`src/rtl/nst_pkg.sv`:
```
package nst_pkg;
  localparam int CNT_W         = 7;
  localparam int STROBE_LO_MIN = 3;
  localparam int TW_W          = 32;

  typedef enum logic [1:0] {
    OP_CMD   = 2'd0,
    OP_ADDR  = 2'd1,
    OP_WRITE = 2'd2,
    OP_READ  = 2'd3
  } op_kind_e;

  // packed MSB first: field positions are part of the programming model
  typedef struct packed {
    logic [3:0] post_hold;
    logic [5:0] pre_setup;
    logic [5:0] ce_to_re;
    logic [3:0] we_to_re;
    logic [3:0] strobe_hi;
    logic [3:0] we_lo;
    logic [3:0] re_lo;
  } timing_t;

  localparam timing_t TIMING_RESET = '{post_hold: 4'd3, pre_setup: 6'd3, ce_to_re: 6'd7,
                                        we_to_re: 4'd7, strobe_hi: 4'd15, we_lo: 4'd15,
                                        re_lo: 4'd15};

  typedef enum logic [2:0] {
    PH_IDLE  = 3'd0,
    PH_SETUP = 3'd1,
    PH_TURN  = 3'd2,
    PH_C2R   = 3'd3,
    PH_LO    = 3'd4,
    PH_HI    = 3'd5,
    PH_HOLD  = 3'd6,
    PH_RDOUT = 3'd7
  } phase_e;

  typedef logic [CNT_W-1:0] cnt_t;

  typedef struct packed {
    cnt_t setup;
    cnt_t turn;
    cnt_t c2r;
    cnt_t we_lo;
    cnt_t re_lo;
    cnt_t hi;
    cnt_t hold;
  } lens_t;

  function automatic cnt_t len_of(lens_t l, phase_e ph, logic rd);
    cnt_t r;
    case (ph)
      PH_SETUP: r = l.setup;
      PH_TURN:  r = l.turn;
      PH_C2R:   r = l.c2r;
      PH_LO:    r = rd ? l.re_lo : l.we_lo;
      PH_HI:    r = l.hi;
      PH_HOLD:  r = l.hold;
      default:  r = cnt_t'(1);
    endcase
    return r;
  endfunction

  function automatic phase_e next_ph(phase_e ph, logic rd);
    phase_e r;
    case (ph)
      PH_SETUP: r = rd ? PH_TURN : PH_LO;
      PH_TURN:  r = PH_C2R;
      PH_C2R:   r = PH_LO;
      PH_LO:    r = PH_HI;
      PH_HI:    r = PH_HOLD;
      PH_HOLD:  r = rd ? PH_RDOUT : PH_IDLE;
      default:  r = PH_IDLE;
    endcase
    return r;
  endfunction

  // walk past phases whose programmed length is zero
  function automatic phase_e skip_empty(lens_t l, phase_e ph, logic rd);
    phase_e p;
    p = ph;
    for (int i = 0; i < 4; i++) begin
      if ((p == PH_SETUP || p == PH_TURN || p == PH_C2R || p == PH_HOLD) &&
          len_of(l, p, rd) == '0)
        p = next_ph(p, rd);
    end
    return p;
  endfunction
endpackage

```
`src/rtl/nst_timing_reg.sv`:
```
module nst_timing_reg
  import nst_pkg::*;
(
  input  logic            clk,
  input  logic            rst_n,
  input  logic            cfg_load,
  input  logic [TW_W-1:0] cfg_word,
  output lens_t           lens
);
  timing_t cfg_q;

  always_ff @(posedge clk) begin
    if (!rst_n)        cfg_q <= TIMING_RESET;
    else if (cfg_load) cfg_q <= timing_t'(cfg_word);
  end

  logic [3:0] lo_raw [2];
  cnt_t       lo_len [2];
  assign lo_raw[0] = cfg_q.we_lo;
  assign lo_raw[1] = cfg_q.re_lo;

  for (genvar g = 0; g < 2; g++) begin : g_lo_clamp
    assign lo_len[g] = (lo_raw[g] < 4'(STROBE_LO_MIN)) ? cnt_t'(STROBE_LO_MIN + 1)
                                                       : cnt_t'(lo_raw[g]) + cnt_t'(1);
  end

  assign lens = '{setup: cnt_t'(cfg_q.pre_setup),
                  turn:  cnt_t'({cfg_q.we_to_re, 1'b0}),
                  c2r:   cnt_t'(cfg_q.ce_to_re),
                  we_lo: lo_len[0],
                  re_lo: lo_len[1],
                  hi:    cnt_t'(cfg_q.strobe_hi) + cnt_t'(1),
                  hold:  cnt_t'(cfg_q.post_hold)};
endmodule

```
`src/rtl/nst_phase_seq.sv`:
```
module nst_phase_seq
  import nst_pkg::*;
(
  input  logic       clk,
  input  logic       rst_n,
  input  lens_t      lens,
  input  logic       req_valid,
  output logic       req_ready,
  input  op_kind_e   req_kind,
  input  logic [7:0] req_byte,
  input  logic [7:0] dq_in,
  output logic       rd_valid,
  input  logic       rd_ready,
  output logic [7:0] rd_data,
  output phase_e     phase,
  output op_kind_e   kind,
  output logic [7:0] byte_out,
  output logic       cycle_done
);
  phase_e     phase_q;
  cnt_t       cnt_q;
  op_kind_e   kind_q;
  logic [7:0] byte_q;
  logic [7:0] rd_q;
  logic       last_we_q;

  lens_t eff;
  always_comb begin
    eff = lens;
    if (!last_we_q) eff.turn = '0;
  end

  logic req_rd, cur_rd, active;
  assign req_rd = (req_kind == OP_READ);
  assign cur_rd = (kind_q == OP_READ);
  assign active = (phase_q != PH_IDLE) && (phase_q != PH_RDOUT);

  phase_e first_ph, after_ph;
  always_comb begin
    first_ph = skip_empty(eff, PH_SETUP, req_rd);
    after_ph = skip_empty(eff, next_ph(phase_q, cur_rd), cur_rd);
  end

  assign cycle_done = active && (cnt_q == '0) &&
                      (after_ph == PH_IDLE || after_ph == PH_RDOUT);

  always_ff @(posedge clk) begin
    if (!rst_n) begin
      phase_q   <= PH_IDLE;
      cnt_q     <= '0;
      kind_q    <= OP_CMD;
      byte_q    <= '0;
      rd_q      <= '0;
      last_we_q <= 1'b0;
    end else begin
      case (phase_q)
        PH_IDLE: begin
          if (req_valid) begin
            phase_q <= first_ph;
            cnt_q   <= len_of(eff, first_ph, req_rd) - cnt_t'(1);
            kind_q  <= req_kind;
            byte_q  <= req_byte;
          end
        end
        PH_RDOUT: begin
          if (rd_ready) phase_q <= PH_IDLE;
        end
        default: begin
          if (cnt_q != '0) begin
            cnt_q <= cnt_q - cnt_t'(1);
          end else begin
            if (phase_q == PH_LO && cur_rd) rd_q <= dq_in;
            phase_q <= after_ph;
            cnt_q   <= len_of(eff, after_ph, cur_rd) - cnt_t'(1);
            if (cycle_done) last_we_q <= !cur_rd;
          end
        end
      endcase
    end
  end

  assign req_ready = (phase_q == PH_IDLE);
  assign rd_valid  = (phase_q == PH_RDOUT);
  assign rd_data   = rd_q;
  assign phase     = phase_q;
  assign kind      = kind_q;
  assign byte_out  = byte_q;
endmodule

```
`src/rtl/nst_status.sv`:
```
module nst_status
  import nst_pkg::*;
#(
  parameter int SYNC_STAGES = 2,
  parameter int MASK_SHIFT  = 4
) (
  input  logic       clk,
  input  logic       rst_n,
  input  logic       accept,
  input  op_kind_e   acc_kind,
  input  logic       cycle_done,
  input  op_kind_e   done_kind,
  input  logic       rb_n,
  input  logic [3:0] rb_wait,
  output logic       stat_cmd_pend,
  output logic       stat_addr_pend,
  output logic       stat_busy
);
  localparam int TMR_W = 4 + MASK_SHIFT;

  logic [SYNC_STAGES-1:0] rb_sync;
  always_ff @(posedge clk) begin
    if (!rst_n) rb_sync <= '1;
    else        rb_sync <= {rb_sync[SYNC_STAGES-2:0], rb_n};
  end

  logic cmd_q, addr_q;
  always_ff @(posedge clk) begin
    if (!rst_n) begin
      cmd_q  <= 1'b0;
      addr_q <= 1'b0;
    end else if (accept) begin
      cmd_q  <= (acc_kind == OP_CMD);
      addr_q <= (acc_kind == OP_ADDR);
    end else if (cycle_done) begin
      cmd_q  <= 1'b0;
      addr_q <= 1'b0;
    end
  end

  logic [TMR_W-1:0] tmr_q;
  always_ff @(posedge clk) begin
    if (!rst_n)                                tmr_q <= '0;
    else if (cycle_done && done_kind == OP_CMD) tmr_q <= {rb_wait, {MASK_SHIFT{1'b0}}};
    else if (tmr_q != '0)                      tmr_q <= tmr_q - TMR_W'(1);
  end

  assign stat_cmd_pend  = cmd_q;
  assign stat_addr_pend = addr_q;
  assign stat_busy      = (tmr_q != '0) || !rb_sync[SYNC_STAGES-1];
endmodule

```
`src/rtl/nand_strobe_seq.sv`:
```
module nand_strobe_seq
  import nst_pkg::*;
(
  input  logic        clk,
  input  logic        rst_n,
  input  logic        cfg_load,
  input  logic [31:0] cfg_word,
  input  logic [3:0]  rb_wait,
  input  logic        req_valid,
  output logic        req_ready,
  input  logic [1:0]  req_kind,
  input  logic [7:0]  req_byte,
  output logic        rd_valid,
  input  logic        rd_ready,
  output logic [7:0]  rd_data,
  output logic        nand_ce_n,
  output logic        nand_cle,
  output logic        nand_ale,
  output logic        nand_we_n,
  output logic        nand_re_n,
  output logic [7:0]  nand_dq_out,
  output logic        nand_dq_oe,
  input  logic [7:0]  nand_dq_in,
  input  logic        nand_rb_n,
  output logic        stat_cmd_pend,
  output logic        stat_addr_pend,
  output logic        stat_busy
);
  lens_t      lens;
  phase_e     phase;
  op_kind_e   kind;
  logic [7:0] byte_q;
  logic       cycle_done;
  op_kind_e   req_kind_e;

  assign req_kind_e = op_kind_e'(req_kind);

  nst_timing_reg u_timing (
    .clk      (clk),
    .rst_n    (rst_n),
    .cfg_load (cfg_load),
    .cfg_word (cfg_word),
    .lens     (lens)
  );

  nst_phase_seq u_seq (
    .clk        (clk),
    .rst_n      (rst_n),
    .lens       (lens),
    .req_valid  (req_valid),
    .req_ready  (req_ready),
    .req_kind   (req_kind_e),
    .req_byte   (req_byte),
    .dq_in      (nand_dq_in),
    .rd_valid   (rd_valid),
    .rd_ready   (rd_ready),
    .rd_data    (rd_data),
    .phase      (phase),
    .kind       (kind),
    .byte_out   (byte_q),
    .cycle_done (cycle_done)
  );

  nst_status #(.SYNC_STAGES(2), .MASK_SHIFT(4)) u_status (
    .clk            (clk),
    .rst_n          (rst_n),
    .accept         (req_valid && req_ready),
    .acc_kind       (req_kind_e),
    .cycle_done     (cycle_done),
    .done_kind      (kind),
    .rb_n           (nand_rb_n),
    .rb_wait        (rb_wait),
    .stat_cmd_pend  (stat_cmd_pend),
    .stat_addr_pend (stat_addr_pend),
    .stat_busy      (stat_busy)
  );

  logic active, strobe;
  assign active = (phase != PH_IDLE) && (phase != PH_RDOUT);
  assign strobe = (phase == PH_LO);

  assign nand_ce_n   = !active;
  assign nand_cle    = active && (kind == OP_CMD);
  assign nand_ale    = active && (kind == OP_ADDR);
  assign nand_we_n   = !(strobe && kind != OP_READ);
  assign nand_re_n   = !(strobe && kind == OP_READ);
  assign nand_dq_oe  = active && (kind != OP_READ);
  assign nand_dq_out = byte_q;
endmodule

```
`config.mk`:
```
export PLATFORM = sky130hd
export DESIGN_NAME = nand_strobe_seq
export DESIGN_NICKNAME = d
export VERILOG_FILES = /design/src/rtl/nst_pkg.sv /design/src/rtl/nst_timing_reg.sv /design/src/rtl/nst_phase_seq.sv /design/src/rtl/nst_status.sv /design/src/rtl/nand_strobe_seq.sv
export SDC_FILE = /design/constraint.sdc
export NUM_CORES = 1
export LEC_CHECK = 0
export ABC_AREA = 0
export BUFFER_PORTS_ARGS = -buffer_cell sky130_fd_sc_hd__buf_2
export CAP_MARGIN = 20
export CORE_UTILIZATION = 50
export DETAILED_ROUTE_END_ITERATION = 7
export PLACE_DENSITY = 0.8
export SLEW_MARGIN = 10
export SYNTH_ARGS = -nofsm -noshare
export SYNTH_HDL_FRONTEND = slang
export SYNTH_SLANG_ARGS = --single-unit
export TNS_END_PERCENT = 5
```
`constraint.sdc`:
```
create_clock -name clk -period 4 [get_ports clk]
set_clock_uncertainty 0.1 [all_clocks]
set_input_delay 0.8 -clock clk [delete_from_list [all_inputs] [get_ports clk]]
set_output_delay 0.8 -clock clk [all_outputs]
set_load 0.02 [all_outputs]
```
# Word level (Yosys, flattened, before mapping)
# Cells that the tools add are included.
# word_totals
reg_bits,73
elab_cells,224
output_inout_bits,27
# classes
mux,52
add_sub_neg,7
reduce_logical,70
eq_ne,71
order_cmp,2
n_bitwise,4
# ops
op,count
one-hot mux 7 bit (6 select lines),9
one-hot mux 3 bit (6 select lines),8
equality test 3 bit (second input constant),32
two-way mux 7 bit,12
logical NOT 7 bit,9
equality test 3 x 2 -> 1 bit (second input constant),20
two-way mux 3 bit,15
equality test 3 x 1 -> 1 bit (second input constant),10
logical OR 1 bit,23
subtractor 7 x 1 -> 7 bit (second input constant),3
logical AND 1 bit,17
two-way mux 8 bit,2
adder 4 x 1 -> 5 bit (second input constant),3
one-hot mux 7 bit (2 select lines),1
AND reduction 3 bit,3
< comparator 4 x 2 -> 1 bit (second input constant),2
nonzero test 8 bit,1
subtractor 8 x 1 -> 8 bit (second input constant),1
nonzero test 7 bit,1
logical NOT 3 bit,2
inequality test 3 bit (second input constant),2
one-hot mux 3 bit (2 select lines),1
logical NOT 1 bit,5
two-way mux 5 bit,1
11 further kinds,23

# Longest topological paths before layout
# logic_depth
ltp_word,35
depth_mapped,13
depth_no_buf,12

# Cells and area by module
# A second synthesis with hierarchy kept.
# hier_totals
cells_unflattened,608
hier_area_um2,4929.7
# by_module_without_submodules
module,n_inst,area_per_inst_um2,cells_per_inst
nst_phase_seq,1,2677.6,371
nst_timing_reg,1,1592.8,162
nst_status,1,571.8,64
nand_strobe_seq,1,87.6,11

# Least setup slack after synthesis
# OpenSTA, ideal clock, no wires.
# synth_path
kind,input port to flip-flop
start,in req_kind[1]
end,reg u_seq.cnt_q[4]
cell_stages,10
t_arrival_ps,2589
required_ps,3830
setup_slack_ps,1241
path_cell_list,nor4bb_1 > nand2_1 > o31ai_1 > o2111ai_1 > a2111oi_4 > nor2_1 > ha_1 > nor3b_2 > xnor2_1 > a21oi_1
# synth_between
elab_chain_len,29
elab_cells_between_ends,60
classes_between,add/sub: 1; eq/ne: 25; mux: 19; reduce/logical: 15
# synth_rtl
element,line,rtl
"start, declared",nand_strobe_seq.sv:11,"input logic [1:0] req_kind,"
equality test 2 bit (*),nst_phase_seq.sv:34,assign req_rd = (req_kind == OP_READ);
branches (longest 21 deep; another with one-hot mux 7 bit (6 select lines)),--,
one-hot mux 7 bit (6 select lines) (*),nst_pkg.sv:53,case (ph)
two-way mux 7 bit (*),nst_phase_seq.sv:58,if (req_valid) begin
two-way mux 7 bit (*),nst_phase_seq.sv:56,case (phase_q)
two-way mux 7 bit (*),nst_phase_seq.sv:48,if (!rst_n) begin
subtractor 7 x 1 -> 7 bit (*),nst_phase_seq.sv:60,"cnt_q <= len_of(eff, first_ph, req_rd) - cnt_t'(1);"
two-way mux 7 bit (*),nst_phase_seq.sv:58,
one-hot mux 7 bit (2 select lines) (*),nst_phase_seq.sv:56,
"end signal, assigned",nst_phase_seq.sv:60,
"end signal, assigned",nst_phase_seq.sv:70,cnt_q <= cnt_q - cnt_t'(1);
"end signal, assigned",nst_phase_seq.sv:74,"cnt_q <= len_of(eff, after_ph, cur_rd) - cnt_t'(1);"
"end, declared",nst_phase_seq.sv:21,cnt_t cnt_q;
# Mark *: on every way between the ends. The select of a mux whose other input is x is not followed.
# A chain may end at the register's enable or synchronous reset.

# Worst setup path in the final report
# layout_path
start,"reg u_seq.phase_q[2], in the netlist u_seq.phase[2]"
end,reg u_seq.cnt_q[4]
# layout_between
elab_chain_len,34
elab_cells_between_ends,81
classes_between,add/sub: 1; eq/ne: 38; mux: 19; bitwise: 1; reduce/logical: 22
# layout_rtl
element,line,rtl
"start, declared",nst_phase_seq.sv:20,phase_e phase_q;
"start signal, assigned",nst_phase_seq.sv:59,phase_q <= first_ph;
"start signal, assigned",nst_phase_seq.sv:73,phase_q <= after_ph;
branches (longest 34 deep; another with one-hot mux 7 bit (6 select lines)),--,
# Parallel ways; which one is timed is not known. The select of a mux whose other input is x is not followed.

==> flow_summary_export.csv <==
group,metric,value,unit
timing,report.final.slew_viol_count,0,
clock_tree,cts_resized,0,
timing,period_needed,3.259,ns
detailed_routing,antenna_left,0,
timing,tightest_slew,0.9538,ns
timing,hold_viol_final,0,
final_layout,fillers,788,
floorplanning,die_area,8973,um2
grt,grt_overflow,0,
floorplanning,start_util,52.06,%
floorplanning,fp.dieW,94.73,um
timing,fin_setup_tns,0,ns
synth,syn-num-nets,572,
timing,timing.final.crit_share,81.49,%
critical_path,cp.arrival,3.41,ns
critical_path,path_cells,"buf_4 -> a21oi_1 -> a2bb2oi_1 -> o21a_1 -> or2_2 -> a2111oi_4 -> nor2_1 -> ha_1 -> nor3b_2 -> xnor2_1 -> a21oi_1",
synth,yosysWarnings,0,
critical_path,path_class,"flip-flop to flip-flop",
grt,grt_usage,28.66,%
synth,synth-compound-area-share,22.76,%
clock_tree,tritoncts,"yes",
power_and_ir_drop,power_density,649.7,nW/um2
worst_hold_path,hold_path_depth,1,
power_and_ir_drop,power_leakage,2.147,nW
final_layout,nets,649,
grt,first_global_vias,3940,
placed_design,gp_congestion,0.9540,
final_layout,drive_gt1_share,22.96,%
outcome,status,"completed",
clock_tree,cts_made_buffers,9,
grt,grt_max_degree,55,
critical_path,end_kind,"flip-flop",
timing,rsz0062_at_grt,"false",
worst_hold_path,min_path_type,"flip-flop to flip-flop",
floorplanning,die_h,94.73,um
detailed_routing,firstDrtPassIters,5,
clock_tree,cts_setup_buffers,0,
synth,synthAdderAreaFrac,1.455,%
flow_run,max_cap_violations,0,
synth,synth_area,4299,um2
timing,slew_headroom,36.41,%
synth,synthArstFlopShare,0,%
final_layout,multi_input_area,2671,um2
clock_tree,cts_buffer_depth,2,
clock_tree,clock_latency,0.37,ns
final_layout,seq_area,1461,um2
final_layout,diodes,0,
synth,postSynth.topFlopCell,"dfxtp_1",
detailed_routing,vias,4141,
synth,yosys.area_share.simple,25.20,%
critical_path,max_stage_delay,0.69,ns
detailed_routing,drt_iter0_markers,295,
floorplanning,core,8258,um2
critical_path,critical_path_required,4.15,ns
critical_path,critPathMaxFanout,16,
clock_tree,cts_max_level,3,
synth,synth_edf_count,0,
synth,synth_top_family_by_area,"simple AND/OR/NAND/NOR gates",
synth,syn_inst,507,
final_layout,utilization,60.62,%
floorplanning,num_rows,33,
grt,grt_pass1_wl,19600,um
detailed_routing,drc,0,
detailed_routing,wl,12170,um
grt,antenna_found_initial,0,
critical_path,ff2ff_path_depth,11,
final_layout,syn2layout_area_growth,16.44,%
power_and_ir_drop,ir_drop,0.0004046,V
placed_design,io_buffers,86,
critical_path,startpoint_type,"flip-flop",
critical_path,slowest_stage,"dfxtp_1",
clock_tree,cts_root_buf,"clkbuf_8",
placed_design,dpl.hpwl,9046,um
synth,synth_seq_cells,73,
clock_tree,cts.sinks,73,
detailed_routing,wl_per_cell,17.56,um
critical_path,worst_path_most_repeated_cell,"a21oi_1",
clock_tree,cts_hold_buf,0,
floorplanning,io_pins,87,
synth,synth_xor_area_share,2.241,%
clock_tree,clk_pin_slew_worst_paths,0.08,ns
synth,synthMuxAreaShare,10.48,%
synth,ys_seq_area_share,33.99,%
detailed_routing,avgViaCountPerCell,5.975,
timing,finalSetupViolations,0,
timing,max_freq,306.8,MHz
synth,ys_types,71,
synth,syn_avg_cell_area,8.480,um2
-- sequential cells by signal, indices dropped and copies added (netlist names) --
name / count
u_status.rb_sync: 2
u_status.stat_addr_pend: 1
u_seq.byte_out: 8
u_seq.rd_data: 8
u_status.tmr_q: 8
u_seq.kind: 2
u_seq.cnt_q: 7
u_status.stat_cmd_pend: 1
u_seq.last_we_q: 1
u_timing.cfg_q: 12
u_seq.phase: 3
u_timing.lens: 20
-- final cells by class --
class | instances | share of cell area (%)
inverters | 10 | 0.7498
multi-input cells | 396 | 53.36
clock buffers | 9 | 2.474
repair buffers | 94 | 9.798
flip-flops and latches | 73 | 29.19
clock inverters | 6 | 1.800
well taps | 105 | 2.624
-- cell usage in the layout, fill, tap and decap left out, types with 5 or more instances in the layout --
cell type	netlist	layout
a211oi_1	5	5
a21boi_0	8	8
a21oi_1	21	21
a31oi_1	5	5
and2_1	5	5
buf_2	7	86
buf_4	2	8
clkbuf_8	0	9
dfxtp_1	73	73
ha_1	5	5
inv_1	8	8
mux2i_1	45	45
nand2_1	72	72
nand2b_1	9	9
nand3_1	17	17
nor2_1	42	42
nor2b_1	13	13
nor3_1	14	14
nor4_2	5	5
o211ai_1	7	7
o21ai_0	22	22
or3_1	5	5
xnor2_1	6	6
xor2_1	5	5
-- path summary, 6_finish.rpt --
path / start / to / slack, ns
worst max-delay path: u_seq.phase[2]$_SDFFE_PN0P_ / u_seq.cnt_q[4]$_SDFFE_PN0P_ / 0.74
worst min-delay path: u_status.rb_sync[0]$_SDFF_PN1_ / u_status.rb_sync[1]$_SDFF_PN1_ / 0.32
worst max register to register: u_seq.phase[2]$_SDFFE_PN0P_ / u_seq.cnt_q[4]$_SDFFE_PN0P_ / 0.74
worst min register to register: u_status.rb_sync[0]$_SDFF_PN1_ / u_status.rb_sync[1]$_SDFF_PN1_ / 0.32
-- Yosys cell counts, drive strengths merged (2+ instances only) --
cell,n,area share [%]
or3b,3,0.67
or2,4,0.58
nor3b,5,0.99
nand2,74,6.6
nand2b,9,1.3
xnor2,6,1.2
or3,5,0.73
o211a,4,0.93
nand4,3,0.44
or4,2,0.35
xor2,5,1.0
a311oi,4,0.81
and2,5,0.73
a2111oi,8,2.6
nand3,17,2.0
a21o,3,0.52
a2bb2oi,2,0.41
a211oi,7,1.5
ha,5,1.5
nor2b,13,1.9
buf,14,1.8
o31ai,5,0.99
and3,3,0.44
nand3b,2,0.35
o2111ai,4,0.81
mux2i,45,10
o211ai,8,1.5
nor2,42,3.7
nor4,8,1.9
a31oi,6,1.2
o22ai,2,0.29
dfxtp,73,34
nor3,14,1.6
o21ai,24,2.8
o41ai,2,0.84
inv,9,0.79
a221oi,4,0.81
a21oi,21,2.4
a21boi,8,1.4
o311ai,2,0.41
clkbuf,14,1.2
-- kinds of logic after synthesis --
logic type / after synthesis
compound gates: 123
xor+xnor: 11
flops: 73
fa+ha+maj: 5
simple gates: 212
buf+inv: 38
mux: 45
-- worst max-delay path: cells and delay by family (launching register included) --
family	cells	cell delay, ns
compound gates	5	1.01
flops	1	0.69
simple gates	3	0.63
buf+inv	1	0.32
fa+ha+maj	1	0.24
xor+xnor	1	0.16
-- metrics by stage --
stage / cells / hold slack, ns / worst slack, ns / area, um2 / total power (W)
global route: 693 / 0.3675 / 0.3684 / 5006 / 0.003480
finish: 693 / 0.3241 / 0.7405 / 5006 / 0.003252
global placement: 678 / 0.2969 / 0.6618 / 4792 / 0.002579
floorplan: 507 / 0.2863 / 1.241 / 4299 / 0.002174
detailed placement: 678 / 0.3041 / 0.7343 / 4792 / 0.002589
CTS: 693 / 0.3284 / 0.7003 / 5006 / 0.003252
-- per-layer routing --
| layer | vias up | global-route usage, % | share of wire, % |
|---|---|---|---|
| li1 | 2009 | - | - |
| met1 | 1959 | 35.91 | 43 |
| met2 | 152 | 48.50 | 48 |
| met3 | 21 | 6.924 | 6.8 |
| met4 | 0 | 8.460 | 2.0 |
| met5 | - | 0 | 0 |
-- power by group --
part           internal (W)  switching, W  leakage [nW]  total [W]
clock              0.000351      0.000308         0.106   0.000660
combinational      0.000636      0.000957          1.44    0.00159
sequential         0.000841      0.000159         0.601   0.000999
No activity file was read; power rests on OpenSTA's default activity.
